**config.mk**
```make
export PLATFORM = sky130hd
export DESIGN_NAME = canWakeMatch
export DESIGN_NICKNAME = d
export VERILOG_FILES = /design/src/rtl/canWakePkg.sv /design/src/rtl/canWakeDatapath.sv /design/src/rtl/canWakeControl.sv /design/src/rtl/canWakeMatch.sv
export SDC_FILE = /design/constraint.sdc
export NUM_CORES = 1
export LEC_CHECK = 0
export ABC_AREA = 1
export BUFFER_PORTS_ARGS = -buffer_cell sky130_fd_sc_hd__buf_2
export CAP_MARGIN = 5
export CORE_AREA = 2 2 97 99
export DETAILED_ROUTE_END_ITERATION = 8
export DIE_AREA = 0 0 99 101
export HOLD_SLACK_MARGIN = 0.12
export PLACE_DENSITY_LB_ADDON = 0.1
export SLEW_MARGIN = 40
export SYNTH_ARGS = -nofsm -noshare
export SYNTH_HDL_FRONTEND = slang
export SYNTH_HIERARCHICAL = 1
export SYNTH_SLANG_ARGS = --single-unit
```
**constraint.sdc**
```tcl
create_clock -name clk -period 4.9 [get_ports clk]
set_input_delay 0.49 -clock clk [delete_from_list [all_inputs] [get_ports clk]]
set_output_delay 0.49 -clock clk [all_outputs]
set_load 0.03 [all_outputs]
```
**src/rtl/canWakePkg.sv**
```systemverilog
package canWakePkg;
  typedef struct packed {
    logic cntInc;
    logic cntDec;
  } ctlStrobes_t;
endpackage

```
**src/rtl/canWakeDatapath.sv**
```systemverilog
module canWakeDatapath
  import canWakePkg::*;
#(
  parameter int ID_W       = 29,
  parameter int STD_W      = 11,
  parameter int DLC_W      = 4,
  parameter int DATA_BYTES = 8,
  parameter int CNT_W      = 6
) (
  input  logic                    clk,
  input  logic                    rst,
  input  logic [ID_W-1:0]         frameId,
  input  logic                    frameIde,
  input  logic [DLC_W-1:0]        frameDlc,
  input  logic [DATA_BYTES*8-1:0] frameData,
  input  logic [ID_W-1:0]         cfgId,
  input  logic [ID_W-1:0]         cfgIdMask,
  input  logic                    cfgIde,
  input  logic [DLC_W-1:0]        cfgDlc,
  input  logic                    cfgDataMaskEn,
  input  logic [DATA_BYTES*8-1:0] cfgData,
  input  logic [CNT_W-1:0]        cfgThreshold,
  input  ctlStrobes_t             strobes,
  output logic                    frameHit,
  output logic [CNT_W-1:0]        errCount,
  output logic                    errOverflow
);
  localparam logic [ID_W-1:0]  STD_CARE = {{(ID_W-STD_W){1'b0}}, {STD_W{1'b1}}};
  localparam logic [CNT_W-1:0] CNT_MAX  = '1;

  logic [ID_W-1:0]       idCare;
  logic                  idMatch;
  logic [DATA_BYTES-1:0] byteHit;
  logic                  dataMatch;
  logic [CNT_W-1:0]      countNext;
  logic                  pastOk;

  // identifier compare: width follows the frame format, masked bits drop out
  assign idCare  = ~cfgIdMask & (frameIde ? {ID_W{1'b1}} : STD_CARE);
  assign idMatch = (frameIde == cfgIde) && (((frameId ^ cfgId) & idCare) == '0);

  // payload filter: one selected, set bit in a byte inside the length is enough
  for (genvar g = 0; g < DATA_BYTES; g++) begin : gByte
    assign byteHit[g] = (32'(frameDlc) > g) && (|(frameData[8*g +: 8] & cfgData[8*g +: 8]));
  end

  assign dataMatch = (frameDlc == cfgDlc) && (|byteHit);
  assign frameHit  = idMatch && (!cfgDataMaskEn || dataMatch);

  always_comb begin
    countNext = errCount;
    if (strobes.cntInc && errCount != CNT_MAX)  countNext = errCount + 1'b1;
    else if (strobes.cntDec && errCount != '0)  countNext = errCount - 1'b1;
  end

  always_ff @(posedge clk) begin
    if (rst) begin
      errCount    <= '0;
      errOverflow <= 1'b0;
      pastOk      <= 1'b0;
    end else begin
      errCount    <= countNext;
      errOverflow <= errOverflow | (countNext > cfgThreshold);
      pastOk      <= 1'b1;
    end
  end

  assert_cnt_single_step_R8 : assert property (@(posedge clk) disable iff (rst || !pastOk)
    (errCount == $past(errCount)) || (errCount == $past(errCount) + 1'b1) ||
    (errCount == $past(errCount) - 1'b1));

  assert_ovf_sticky_R10 : assert property (@(posedge clk) disable iff (rst || !pastOk)
    $past(errOverflow) |-> errOverflow);

  assert_ovf_needs_excess_R10 : assert property (@(posedge clk) disable iff (rst || !pastOk)
    $rose(errOverflow) |-> (errCount > cfgThreshold));

  assert_dec_floor_R9 : assert property (@(posedge clk) disable iff (rst || !pastOk)
    ($past(errCount) == '0 && !$past(strobes.cntInc)) |-> (errCount == '0));
endmodule

```
**src/rtl/canWakeControl.sv**
```systemverilog
module canWakeControl
  import canWakePkg::*;
(
  input  logic        clk,
  input  logic        rst,
  input  logic        frameValid,
  input  logic        frameErr,
  input  logic        frameFd,
  input  logic        cfgFdPassive,
  input  logic        cfgChange,
  input  logic        cfgArm,
  input  logic        frameHit,
  output ctlStrobes_t strobes,
  output logic        wakePulse
);
  logic armedQ;
  logic evErr;
  logic evGood;
  logic pastOk;

  // an FD frame is an error unless it is passed over
  assign evErr  = frameErr | (frameValid & frameFd & ~cfgFdPassive);
  assign evGood = frameValid & ~frameErr & ~frameFd;

  assign strobes.cntInc = evErr;
  assign strobes.cntDec = evGood;

  always_ff @(posedge clk) begin
    if (rst) begin
      armedQ    <= 1'b0;
      wakePulse <= 1'b0;
      pastOk    <= 1'b0;
    end else begin
      if (cfgChange)   armedQ <= 1'b0;
      else if (cfgArm) armedQ <= 1'b1;
      wakePulse <= evGood & armedQ & frameHit;
      pastOk    <= 1'b1;
    end
  end

  assert_wake_cause_R5 : assert property (@(posedge clk) disable iff (rst || !pastOk)
    wakePulse |-> $past(frameValid && !frameErr && !frameFd && armedQ));

  assert_fd_passive_quiet_R6 : assert property (@(posedge clk) disable iff (rst)
    (frameValid && frameFd && cfgFdPassive && !frameErr) |=> !wakePulse);

  assert_strobe_exclusive_R8 : assert property (@(posedge clk) disable iff (rst)
    !(strobes.cntInc && strobes.cntDec));

  assert_change_disarms_R11 : assert property (@(posedge clk) disable iff (rst)
    cfgChange |=> !armedQ);
endmodule

```
**src/rtl/canWakeMatch.sv**
```systemverilog
module canWakeMatch
  import canWakePkg::*;
#(
  parameter int ID_W       = 29,
  parameter int STD_W      = 11,
  parameter int DLC_W      = 4,
  parameter int DATA_BYTES = 8,
  parameter int CNT_W      = 6
) (
  input  logic                    clk,
  input  logic                    rst,
  input  logic                    frameValid,
  input  logic                    frameErr,
  input  logic [ID_W-1:0]         frameId,
  input  logic                    frameIde,
  input  logic [DLC_W-1:0]        frameDlc,
  input  logic [DATA_BYTES*8-1:0] frameData,
  input  logic                    frameFd,
  input  logic [ID_W-1:0]         cfgId,
  input  logic [ID_W-1:0]         cfgIdMask,
  input  logic                    cfgIde,
  input  logic [DLC_W-1:0]        cfgDlc,
  input  logic                    cfgDataMaskEn,
  input  logic [DATA_BYTES*8-1:0] cfgData,
  input  logic                    cfgFdPassive,
  input  logic [CNT_W-1:0]        cfgThreshold,
  input  logic                    cfgChange,
  input  logic                    cfgArm,
  output logic                    wakePulse,
  output logic                    errOverflow,
  output logic [CNT_W-1:0]        errCount
);
  ctlStrobes_t strobes;
  logic        frameHit;

  canWakeControl uCtl (
    .clk(clk), .rst(rst), .frameValid(frameValid), .frameErr(frameErr),
    .frameFd(frameFd), .cfgFdPassive(cfgFdPassive), .cfgChange(cfgChange),
    .cfgArm(cfgArm), .frameHit(frameHit), .strobes(strobes), .wakePulse(wakePulse)
  );

  canWakeDatapath #(
    .ID_W(ID_W), .STD_W(STD_W), .DLC_W(DLC_W), .DATA_BYTES(DATA_BYTES), .CNT_W(CNT_W)
  ) uDp (
    .clk(clk), .rst(rst), .frameId(frameId), .frameIde(frameIde), .frameDlc(frameDlc),
    .frameData(frameData), .cfgId(cfgId), .cfgIdMask(cfgIdMask), .cfgIde(cfgIde),
    .cfgDlc(cfgDlc), .cfgDataMaskEn(cfgDataMaskEn), .cfgData(cfgData),
    .cfgThreshold(cfgThreshold), .strobes(strobes), .frameHit(frameHit),
    .errCount(errCount), .errOverflow(errOverflow)
  );
endmodule

```
==> flow_summary_export.csv, run 1 <==
group,metric,value,unit
floorplan,row_count,35,
logic_synthesis,synth-adder-area-share,0.05313,
clocking,cts_setup_buffers,0,
logic_synthesis,synthSimpleGateAreaFrac,0.5862,
final_layout,fin_util,0.3897,
clocking,root_buffer,"clkbuf_8",
timing,fin_setup_tns,0,ps
drt,first_pass_iters,4,
logic_synthesis,netlist.area_leader.share,0.3701,
worst_setup_path,crit_path_end_kind,"register",
timing,clock_skew,5.431,ps
drt,antenna_left,0,
logic_synthesis,ys_seq_area_frac,0.08501,
drt,drc,0,
power_and_ir_drop,p_leak,2.293,nW
final_layout,stdcell_count,790,
logic_synthesis,yosysWarningCount,6,
timing,slew_headroom,0.6633,
timing,fin_crit,2450,ps
placement,port_buffers,247,
clocking,clk_path_buf_depth,2,
timing,max_freq,408.1,MHz
worst_setup_path,crit_type,"reg -> reg",
power_and_ir_drop,powerDensity,130.9,nW/um^2
floorplan,start_util,0.2361,
floorplan,io_pins,248,
status,status,"finished, final reports clean",
clocking,numClockSinks,9,
power_and_ir_drop,p_comb_frac,0.607,
min_path,worstHoldStart,"cfgArm",
clocking,cts_buffers,3,
worst_setup_path,r2r_start,"uDp/errCount[1]",
placement,gp_congestion,0.8987,
clocking,cts.repair.resized,0,
timing,final_max_slew_viol_count,0,
final_layout,syn2layout_area_growth,65.05,%
clocking,clkTransAtPathRegs,50,ps
power_and_ir_drop,power.internal,0.2734,mW
power_and_ir_drop,clkPwrFrac,0.193,
logic_synthesis,yosys_most_used_dff,"dfxtp_1",
global_route,grt_max_degree,19,
clocking,cts_tree,"yes",
power_and_ir_drop,swShare,0.4028,
timing,finalHoldViolations,0,
global_route,grt_pass1_vias,3213,
global_route,antenna_found_initial,4,
logic_synthesis,synth-edff-count,0,
placement,preCtsSetupSlack,2470,ps
drt,vias_per_cell,4.171,
logic_synthesis,synth_cell_types,28,
logic_synthesis,yosys.area.top_type,"nand2_1",
worst_setup_path,slowest_delay,450,ps
floorplan,die_area,9999,sq um
logic_synthesis,synth_top_cells_by_count,"nand2_1, nor2_1, inv_1, xor2_1, nand3_1",
logic_synthesis,synthXorXnorAreaFrac,0.07851,
power_and_ir_drop,power_frac_seq,0.200,
logic_synthesis,syn_nets,679,
worst_setup_path,worstSetupStartpoint,"uDp/errCount[1]",
global_route,grt_usage,0.1699,
clocking,hold_buffers,0,
final_layout,drive_gt1_frac,0.3985,
logic_synthesis,synthCells,430,
worst_setup_path,critPathLaunchType,"register",
worst_setup_path,rrSetupSlack,2450,ps
run,max-cap-violations,0,
power_and_ir_drop,p_switching,0.1844,mW
power_and_ir_drop,peakVddDrop,0.1050,mV
logic_synthesis,ys_seq_elements,9,
timing,rsz0062_at_grt,"false",
drt,vias,3295,
logic_synthesis,yosys.cell_count.top_type,"nand2_1",
worst_setup_path,cp.arrival,2620,ps
min_path,hold_depth,2,
final_layout,fillers,1016,
logic_synthesis,syn-cell-area,2120,sq um
clocking,cts-htree-levels,1,
worst_setup_path,crit_fanout,13,
placement,place_hpwl,8.161,mm
clocking,clk_latency,240,ps
global_route,overflow,0,
worst_setup_path,worst-r2r-cell-count,13,
final_layout,nets,925,
timing,setup_viol,0,
logic_synthesis,async_reset_ff_frac,0,
drt,drt-total-wl,8.862,mm
placement,place_inst,782,
worst_setup_path,cp_slowest_cell,"o21ai_2",
logic_synthesis,synth_compound_area_frac,0.08028,
min_path,min_path_type,"in -> reg",
floorplan,die_y,101,microns
logic_synthesis,syn_area_per_cell,4.929,sq um
logic_synthesis,synth.area.mux_share,0,
floorplan,die_x,99,microns
drt,avgRoutedWirePerCell,11.22,microns
worst_setup_path,required,5070,ps
logic_synthesis,synth_top_family_by_area,"simple AND/OR/NAND/NOR gates",
timing,setup_slack,2450,ps
timing,tightestPinTransition,504.9,ps
floorplan,core,8977,sq um
timing,period_share,0.5001,
drt,first_iter_violations,84,
worst_setup_path,crit_chain,"ha_1 -> nand4_2 -> o21ai_2 -> nand2_1 -> o21ai_1 -> inv_1 -> ha_1 -> nand2_1 -> inv_1 -> nand3_1 -> o211ai_1 -> o21ai_0 -> a21oi_1",
logic_synthesis,yosys-top-cells-area,"nand2_1, nor2_1, inv_1",
global_route,grt_pass1_wl,13.89,mm
[cell families (layout without fill, tap and decap cells)]
logic type,after synthesis,after routing
fa+ha+maj,9,9
simple gates,307,307
compound gates,28,28
xor+xnor,19,19
buf+inv,58,303
flops,9,9
other cells,0,4
[cell type report]
cell class	count	area, sq um	area share
timing repair buffer	247	1236	0.3534
tap	111	138.9	0.03970
antenna	4	10.01	0.002861
clock buffer	3	41.29	0.01180
clock inverter	1	5.005	0.001431
sequential	9	180.2	0.05150
multi-input combinational	363	1692	0.4835
inverter	52	195.2	0.05579
[worst paths after layout]
path / end
setup / recovery: uDp/errOverflow
hold / removal: uCtl/armedQ
setup reg to reg: uDp/errOverflow
hold reg to reg: uDp/errOverflow
[stage by stage]
step	area (sq um)	power, mW	hold slack, ps
2_1_floorplan	2120	0.2405	439.7
3_3_place_gp	3442	0.3671	450.3
3_5_place_dp	3442	0.3708	446.3
4_1_cts	3488	0.4632	440.3
5_1_grt	3498	0.5083	459.3
6_report	3498	0.4578	445.9
[flip-flops by register name, indices dropped and copies added (netlist names)]
register / count
uCtl/armedQ: 1
uDp/errOverflow: 1
uDp/errCount: 6
uCtl/wakePulse: 1
[worst max-delay path, delay by kind of cell (launching register included)]
kind / cells / cell delay, ps
AOI/OAI and AO/OA: 5 / 980
adders and majority gates: 2 / 520
buffers and inverters: 2 / 130
DFF: 1 / 420
and+or+nand+nor: 4 / 350
[power groups by stage]
stage	sequential, mW	combinational [mW]	clock, mW
global placement	0.0922	0.275	0
finish	0.0915	0.278	0.0885
detailed placement	0.0929	0.278	0
floorplan	0.101	0.140	0
global route	0.0931	0.318	0.0974
CTS	0.0914	0.279	0.0923
[metal layers]
layer | global-route usage | part of all wire | routed length, microns | vias to the layer above
met1 | 0.1782 | 0.38 | 3327 | 1318
li1 | - | - | - | 1796
met2 | 0.3384 | 0.51 | 4506 | 165
met3 | 0.02843 | 0.088 | 776 | 16
met4 | 0.05690 | 0.028 | 250 | 0
met5 | 0 | 0 | 0 | -
[cells in the final DEF (no fill, tap or decap), types with 2 or more instances in the layout]
cell,netlist,final
a211oi_2,2,2
a21oi_1,8,8
o21ai_1,5,5
nand3_2,2,2
buf_2,0,247
nand3_1,12,12
dfxtp_1,9,9
diode_2,0,4
clkbuf_8,0,3
nand3b_1,6,6
xor2_1,18,18
o211ai_1,2,2
o21ai_2,2,2
nand2_1,209,209
inv_1,49,49
o21ai_0,8,8
nor2_1,66,66
inv_2,3,3
or2_2,5,5
ha_1,9,9
(Power assumes the default switching activity.)
==> inputs of run 2 (changes only) <==
--- a/config.mk
+++ b/config.mk
@@ -8,9 +8,9 @@
 export ABC_AREA = 1
 export BUFFER_PORTS_ARGS = -buffer_cell sky130_fd_sc_hd__buf_2
 export CAP_MARGIN = 5
-export CORE_AREA = 2 2 97 99
+export CORE_AREA = 2 2 95 97
 export DETAILED_ROUTE_END_ITERATION = 8
-export DIE_AREA = 0 0 99 101
+export DIE_AREA = 0 0 97 99
 export HOLD_SLACK_MARGIN = 0.12
 export PLACE_DENSITY_LB_ADDON = 0.1
 export SLEW_MARGIN = 40
==> constraint.sdc (replaced) <==
create_clock -name clk -period 2.3 [get_ports clk]
set_input_delay 0.23 -clock clk [delete_from_list [all_inputs] [get_ports clk]]
set_output_delay 0.23 -clock clk [all_outputs]
set_load 0.03 [all_outputs]
==> flow_summary_export.csv, run 2 (synthesis gave the netlist of run 1 again) <==
group,metric,value,unit
clocking,cts-htree-levels,1,
timing,finalHoldViolations,0,
final_layout,multi_input_area,1780,sq um
clocking,cts_buffers,3,
timing,period_share,0.9441,
floorplan,start_util,0.2479,
clocking,numClockSinks,9,
power_and_ir_drop,p_leak,2.333,nW
worst_setup_path,crit_path_end_kind,"register",
worst_setup_path,worstSetupStartpoint,"uDp/errCount[2]",
power_and_ir_drop,swShare,0.3967,
status,status,"finished, final reports clean",
min_path,worstHoldStart,"cfgArm",
worst_setup_path,crit_path_end,"uDp/errOverflow",
final_layout,regArea,191.4,sq um
timing,fin_setup_tns,0,ps
timing,clock_skew,0.4527,ps
final_layout,layout_common_cells,"buf_2, nand2_1, nor2_1, inv_1, xor2_1",
timing,setup_slack,128.5,ps
worst_setup_path,worst-r2r-cell-count,14,
clocking,cts_tree,"yes",
timing,final_max_slew_viol_count,0,
power_and_ir_drop,power.total,1.027,mW
worst_setup_path,reg2reg_to,"uDp/errOverflow",
timing,holdWs,199.9,ps
timing,fin_crit,2171,ps
worst_setup_path,r2r_start,"uDp/errCount[2]",
placement,preCtsSetupSlack,10.30,ps
clocking,clkTransAtPathRegs,40,ps
floorplan,row_count,34,
placement,place_hpwl,8.152,mm
drt,avgRoutedWirePerCell,11.46,microns
final_layout,fin_util,0.4280,
power_and_ir_drop,power.internal,0.6194,mW
clocking,clk_latency,230,ps
global_route,grt_pass1_wl,14.13,mm
final_layout,stdcell_area,3660,sq um
global_route,overflow,0,
drt,drc,0,
drt,first_iter_violations,78,
floorplan,die_y,99,microns
drt,first_pass_iters,5,
final_layout,mostFrequentLayoutCell,"buf_2",
clocking,root_buffer,"clkbuf_8",
power_and_ir_drop,peakVddDrop,0.1517,mV
global_route,antenna_found_initial,2,
final_layout,largest_reg_flops,6,
timing,setup_viol,0,
floorplan,die_area,9603,sq um
timing,max_freq,460.5,MHz
drt,vias_per_cell,4.195,
power_and_ir_drop,power_frac_seq,0.198,
floorplan,core,8551,sq um
timing,tightestPinTransition,322.5,ps
clocking,clk_path_buf_depth,2,
min_path,min_path_type,"in -> reg",
floorplan,io_pins,248,
global_route,grt_max_degree,19,
final_layout,fillers,977,
worst_setup_path,rrSetupSlack,130,ps
drt,antenna_left,0,
placement,placed_area,3456,sq um
power_and_ir_drop,powerDensity,280.5,nW/um^2
run,max-cap-violations,0,
placement,place_inst,781,
drt,vias,3327,
final_layout,drive_gt1_frac,0.4319,
global_route,grt_usage,0.1775,
final_layout,nets,933,
floorplan,die_x,97,microns
placement,gp_congestion,0.9040,
worst_setup_path,cp.arrival,2330,ps
worst_setup_path,crit_fanout,9,
worst_setup_path,crit_type,"reg -> reg",
power_and_ir_drop,clkPwrFrac,0.172,
final_layout,stdcell_count,793,
final_layout,syn2layout_area_growth,72.67,%
clocking,hold_buffers,0,
placement,port_buffers,247,
worst_setup_path,required,2460,ps
power_and_ir_drop,p_comb_frac,0.630,
final_layout,top_register,"uDp/errCount",
drt,drt-total-wl,9.090,mm
power_and_ir_drop,p_switching,0.4073,mW
worst_setup_path,critPathLaunchType,"register",
global_route,grt_pass1_vias,3252,
timing,slew_headroom,0.7830,
[run 2: cell count changes in the layout (fill, tap and decap cells not counted), moves of 2 or more]
cell / previous run / this run
ha_4: 0 / 4
o21ai_2: 2 / 5
inv_1: 49 / 45
inv_4: 0 / 3
dfxtp_1: 9 / 4
dfxtp_2: 0 / 3
buf_4: 0 / 7
diode_2: 4 / 2
dfxtp_4: 0 / 2
ha_1: 9 / 5
o21ai_0: 8 / 4
[run 2: routing by layer]
metal	share of wire	global-route usage	up-vias
li1	-	-	1814
met1	0.38	0.1894	1354
met2	0.52	0.3574	145
met3	0.079	0.02482	14
met4	0.021	0.05309	0
met5	0	0	-
[run 2: repair_timing]
item / in CTS / in global routing
buffers inserted: 0 / 6
resized for setup: 0 / 31
setup endpoints to repair: 0 / 1
[run 2: final cells by class]
type / instances / share of cell area
multi-input cells: 363 / 0.4865
repair buffers: 255 / 0.3552
inverters: 52 / 0.05538
flip-flops and latches: 9 / 0.05231
well taps: 108 / 0.03692
clock buffers: 4 / 0.01231
diodes: 2 / 0.001368
[run 2: how the worst min path moves through the flow]
| stage | to | slack, ps | depth (start not counted) |
|---|---|---|---|
| global placement | uCtl/armedQ | 430 | 2 |
| finish | uCtl/armedQ | 200 | 2 |
| floorplan | uDp/errCount[0] | 290 | 1 |
| CTS | uCtl/armedQ | 200 | 2 |
| global route | uCtl/armedQ | 200 | 2 |
| detailed placement | uCtl/armedQ | 430 | 2 |
[run 2: critical path: stages, from the launching register on]
cell      delay [ps]
dfxtp_2          460
inv_1             90
nor3_1           220
nand2_1           90
xor2_1           140
inv_1             60
o21ai_2          160
inv_2             60
ha_4             260
nand2_1           50
inv_2             60
nand3_2           60
o211ai_1         160
o21ai_1           80
a21oi_1          130
[run 2: power groups by stage]
| stage | Sequential [mW] | Clock, mW | Combinational, mW |
|---|---|---|---|
| final | 0.203 | 0.177 | 0.647 |
| after global routing | 0.207 | 0.193 | 0.734 |
| after CTS | 0.195 | 0.184 | 0.602 |
| after detailed placement | 0.198 | 0 | 0.599 |
| after global placement | 0.197 | 0 | 0.591 |
| after floorplan | 0.216 | 0 | 0.298 |
==> inputs of run 3 (changes only) <==
--- a/config.mk
+++ b/config.mk
@@ -8,13 +8,14 @@
 export ABC_AREA = 1
 export BUFFER_PORTS_ARGS = -buffer_cell sky130_fd_sc_hd__buf_2
 export CAP_MARGIN = 5
-export CORE_AREA = 2 2 95 97
+export CORE_AREA = 2 2 97 99
 export DETAILED_ROUTE_END_ITERATION = 8
-export DIE_AREA = 0 0 97 99
+export DIE_AREA = 0 0 99 101
+export GPL_TIMING_DRIVEN = 0
 export HOLD_SLACK_MARGIN = 0.12
 export PLACE_DENSITY_LB_ADDON = 0.1
 export SLEW_MARGIN = 40
 export SYNTH_ARGS = -nofsm -noshare
 export SYNTH_HDL_FRONTEND = slang
-export SYNTH_HIERARCHICAL = 1
 export SYNTH_SLANG_ARGS = --single-unit
+export TNS_END_PERCENT = 100
==> flow_summary_export.csv, run 3 <==
group,metric,value,unit
clocking,cts_tree,"yes",
timing,holdWs,176.3,ps
timing,period_share,0.9374,
min_path,min_path_type,"in -> reg",
clocking,clk_latency,230,ps
final_layout,layout_common_cells,"buf_2, nand2_1, nor2_1, inv_1, o21ai_0",
logic_synthesis,async_reset_ff_frac,0,
logic_synthesis,synth.area.mux_share,0,
timing,rsz0062_at_grt,"true",
clocking,clkTransAtPathRegs,50,ps
clocking,numClockSinks,9,
status,status,"finished, final reports clean",
run,max-cap-violations,0,
final_layout,largest_reg_flops,6,
worst_setup_path,crit_fanout,5,
global_route,grt_pass1_wl,12.72,mm
logic_synthesis,netlist.area_leader.share,0.3364,
worst_setup_path,slowest_delay,370,ps
drt,vias_per_cell,4.111,
worst_setup_path,cp_common_cell,"nand3_2",
final_layout,fillers,1055,
final_layout,syn2layout_area_growth,80.70,%
placement,gp_congestion,0.9194,
logic_synthesis,syn_nets,632,
final_layout,drive_gt1_frac,0.4510,
power_and_ir_drop,p_leak,2.200,nW
final_layout,insertedDiodeCount,0,
drt,drt-total-wl,8.140,mm
logic_synthesis,yosys-top-cells-area,"nand2_1, nor2_1, dfxtp_1",
floorplan,io_pins,248,
worst_setup_path,crit_path_end,"uDp.errOverflow",
clocking,clk_path_buf_depth,2,
logic_synthesis,synthCells,383,
placement,place_inst,740,
final_layout,stdcell_count,754,
worst_setup_path,required,2460,ps
placement,port_buffers,246,
worst_setup_path,rrSetupSlack,140,ps
floorplan,die_area,9999,sq um
logic_synthesis,synth_top_family_by_area,"simple AND/OR/NAND/NOR gates",
drt,route.met3.wl,706,microns
final_layout,nets,893,
worst_setup_path,crit_chain,"inv_4 -> ha_2 -> nand3_2 -> nand2_4 -> inv_4 -> buf_4 -> nand3_2 -> nand2_1 -> xor2_1 -> ha_1 -> nand2_1 -> inv_2 -> nand3_2 -> o211ai_1 -> o21ai_1 -> a21oi_1",
logic_synthesis,yosys.area.top_type,"nand2_1",
timing,tightestPinTransition,447.3,ps
worst_setup_path,crit_path_end_kind,"register",
clocking,cts_buffers,3,
clocking,hold_buffers,0,
floorplan,row_count,35,
final_layout,mostFrequentLayoutCell,"buf_2",
floorplan,die_x,99,microns
min_path,hold_depth,2,
floorplan,start_util,0.2138,
timing,fin_crit,2156,ps
timing,clock_skew,3.067,ps
logic_synthesis,synthSimpleGateAreaFrac,0.5482,
logic_synthesis,syn-cell-area,1919,sq um
worst_setup_path,crit_type,"reg -> reg",
worst_setup_path,cp.arrival,2320,ps
drt,vias,3100,
logic_synthesis,ys_seq_area_frac,0.09387,
floorplan,die_y,101,microns
final_layout,fin_util,0.3863,
floorplan,core,8977,sq um
worst_setup_path,worstSetupStartpoint,"uDp.errCount[0]",
clocking,cts-htree-levels,1,
final_layout,multi_input_area,1598,sq um
drt,wl_met1,3.029,mm
worst_setup_path,cp_slowest_cell,"dfxtp_4",
power_and_ir_drop,peakVddDrop,0.1731,mV
timing,setup_viol,0,
worst_setup_path,worst-r2r-cell-count,16,
logic_synthesis,synthXorXnorAreaFrac,0.06323,
logic_synthesis,syn_area_per_cell,5.011,sq um
logic_synthesis,synth_compound_area_frac,0.1369,
timing,final_max_slew_viol_count,0,
logic_synthesis,ys_seq_elements,9,
logic_synthesis,yosys_most_used_dff,"dfxtp_1",
global_route,overflow,0,
global_route,grt_max_degree,10,
drt,top_layer_used,"met4",
power_and_ir_drop,powerDensity,281.4,nW/um^2
logic_synthesis,synth_top_cells_by_count,"nand2_1, nor2_1, inv_1, o21ai_0, a21oi_1",
timing,finalHoldViolations,0,
logic_synthesis,synth-adder-area-share,0.05867,
logic_synthesis,yosysWarningCount,0,
drt,avgRoutedWirePerCell,10.80,microns
global_route,grt_usage,0.1525,
drt,met2_length,4.215,mm
logic_synthesis,synth_cell_types,29,
clocking,root_buffer,"clkbuf_8",
global_route,antenna_found_initial,0,
logic_synthesis,synth-edff-count,0,
worst_setup_path,critPathLaunchType,"register",
worst_setup_path,r2r_start,"uDp.errCount[0]",
final_layout,regArea,187.7,sq um
worst_setup_path,reg2reg_to,"uDp.errOverflow",
timing,slew_headroom,0.7018,
final_layout,top_register,"uDp.errCount",
timing,max_freq,463.8,MHz
drt,first_iter_violations,39,
drt,drc,0,
logic_synthesis,yosys.cell_count.top_type,"nand2_1",
global_route,grt_pass1_vias,3010,
drt,antenna_left,0,
drt,first_pass_iters,6,
placement,place_hpwl,7.448,mm
## run 3: worst min-delay path by stage
| stage | slack, ps | end | startpoint |
|---|---|---|---|
| finish | 180 | uCtl.armedQ | cfgChange |
| CTS | 170 | uCtl.armedQ | cfgChange |
| global route | 190 | uCtl.armedQ | cfgChange |
| detailed placement | 410 | uCtl.armedQ | cfgChange |
| floorplan | 310 | uCtl.armedQ | cfgChange |
| global placement | 400 | uCtl.armedQ | cfgChange |
## run 3: per-stage QoR
stage          setup WS, ps  instance area, sq um  power [mW]  setup TNS [ps]
4_1_cts               6.992                  3347      0.9504               0
5_1_grt              -34.37                  3468       1.087          -34.37
2_1_floorplan         109.8                  1922      0.4798               0
3_5_place_dp         -31.05                  3292      0.7563          -31.05
6_report              143.9                  3468      0.9761               0
3_3_place_gp         -3.393                  3292      0.7479          -3.393
## run 3: worst max-delay path, delay by kind of cell (launching register included)
family,cells,cell delay (ps)
AND/OR/NAND/NOR,6,420
AO/OA/AOI/OAI,3,390
adder cells (fa/ha/maj),2,460
XOR/XNOR,1,160
flip-flops,1,370
buffers and inverters,4,290
## run 3: layout make-up
cell class,instances,area share
Clock buffer,4,0.01299
Inverter,46,0.05123
Buffer,2,0.004329
Tap cell,111,0.04004
Sequential cell,9,0.05411
Multi-Input combinational cell,326,0.4607
Timing Repair Buffer,256,0.3766
## run 3: where the power goes
group / switching (mW) / leakage (nW) / internal [mW] / total [mW]
clock: 0.0616 / 0.0228 / 0.121 / 0.182
combinational: 0.289 / 2.10 / 0.311 / 0.600
sequential: 0.0210 / 0.0753 / 0.173 / 0.194
## run 3: metal layers
| layer | vias to the layer above | track usage |
|---|---|---|
| li1 | 1705 | - |
| met1 | 1254 | 0.1624 |
| met2 | 127 | 0.2937 |
| met3 | 14 | 0.03675 |
| met4 | 0 | 0.04847 |
| met5 | - | 0 |
## run 3: logic make-up (layout without fill, tap and decap cells)
group	count (synthesis)	count (layout)
XOR/XNOR	13	13
adder cells (fa/ha/maj)	9	9
buffers and inverters	48	308
AO/OA/AOI/OAI	48	48
flip-flops	9	9
AND/OR/NAND/NOR	256	256
## run 3: what timing repair did
item / CTS / global route
resized for setup: 3 / 16
setup endpoints to repair: 1 / 1
pin swaps: 0 / 4
setup buffers: 0 / 10
gates cloned: 0 / 0
endpoints found under the hold margin: 0 / 0
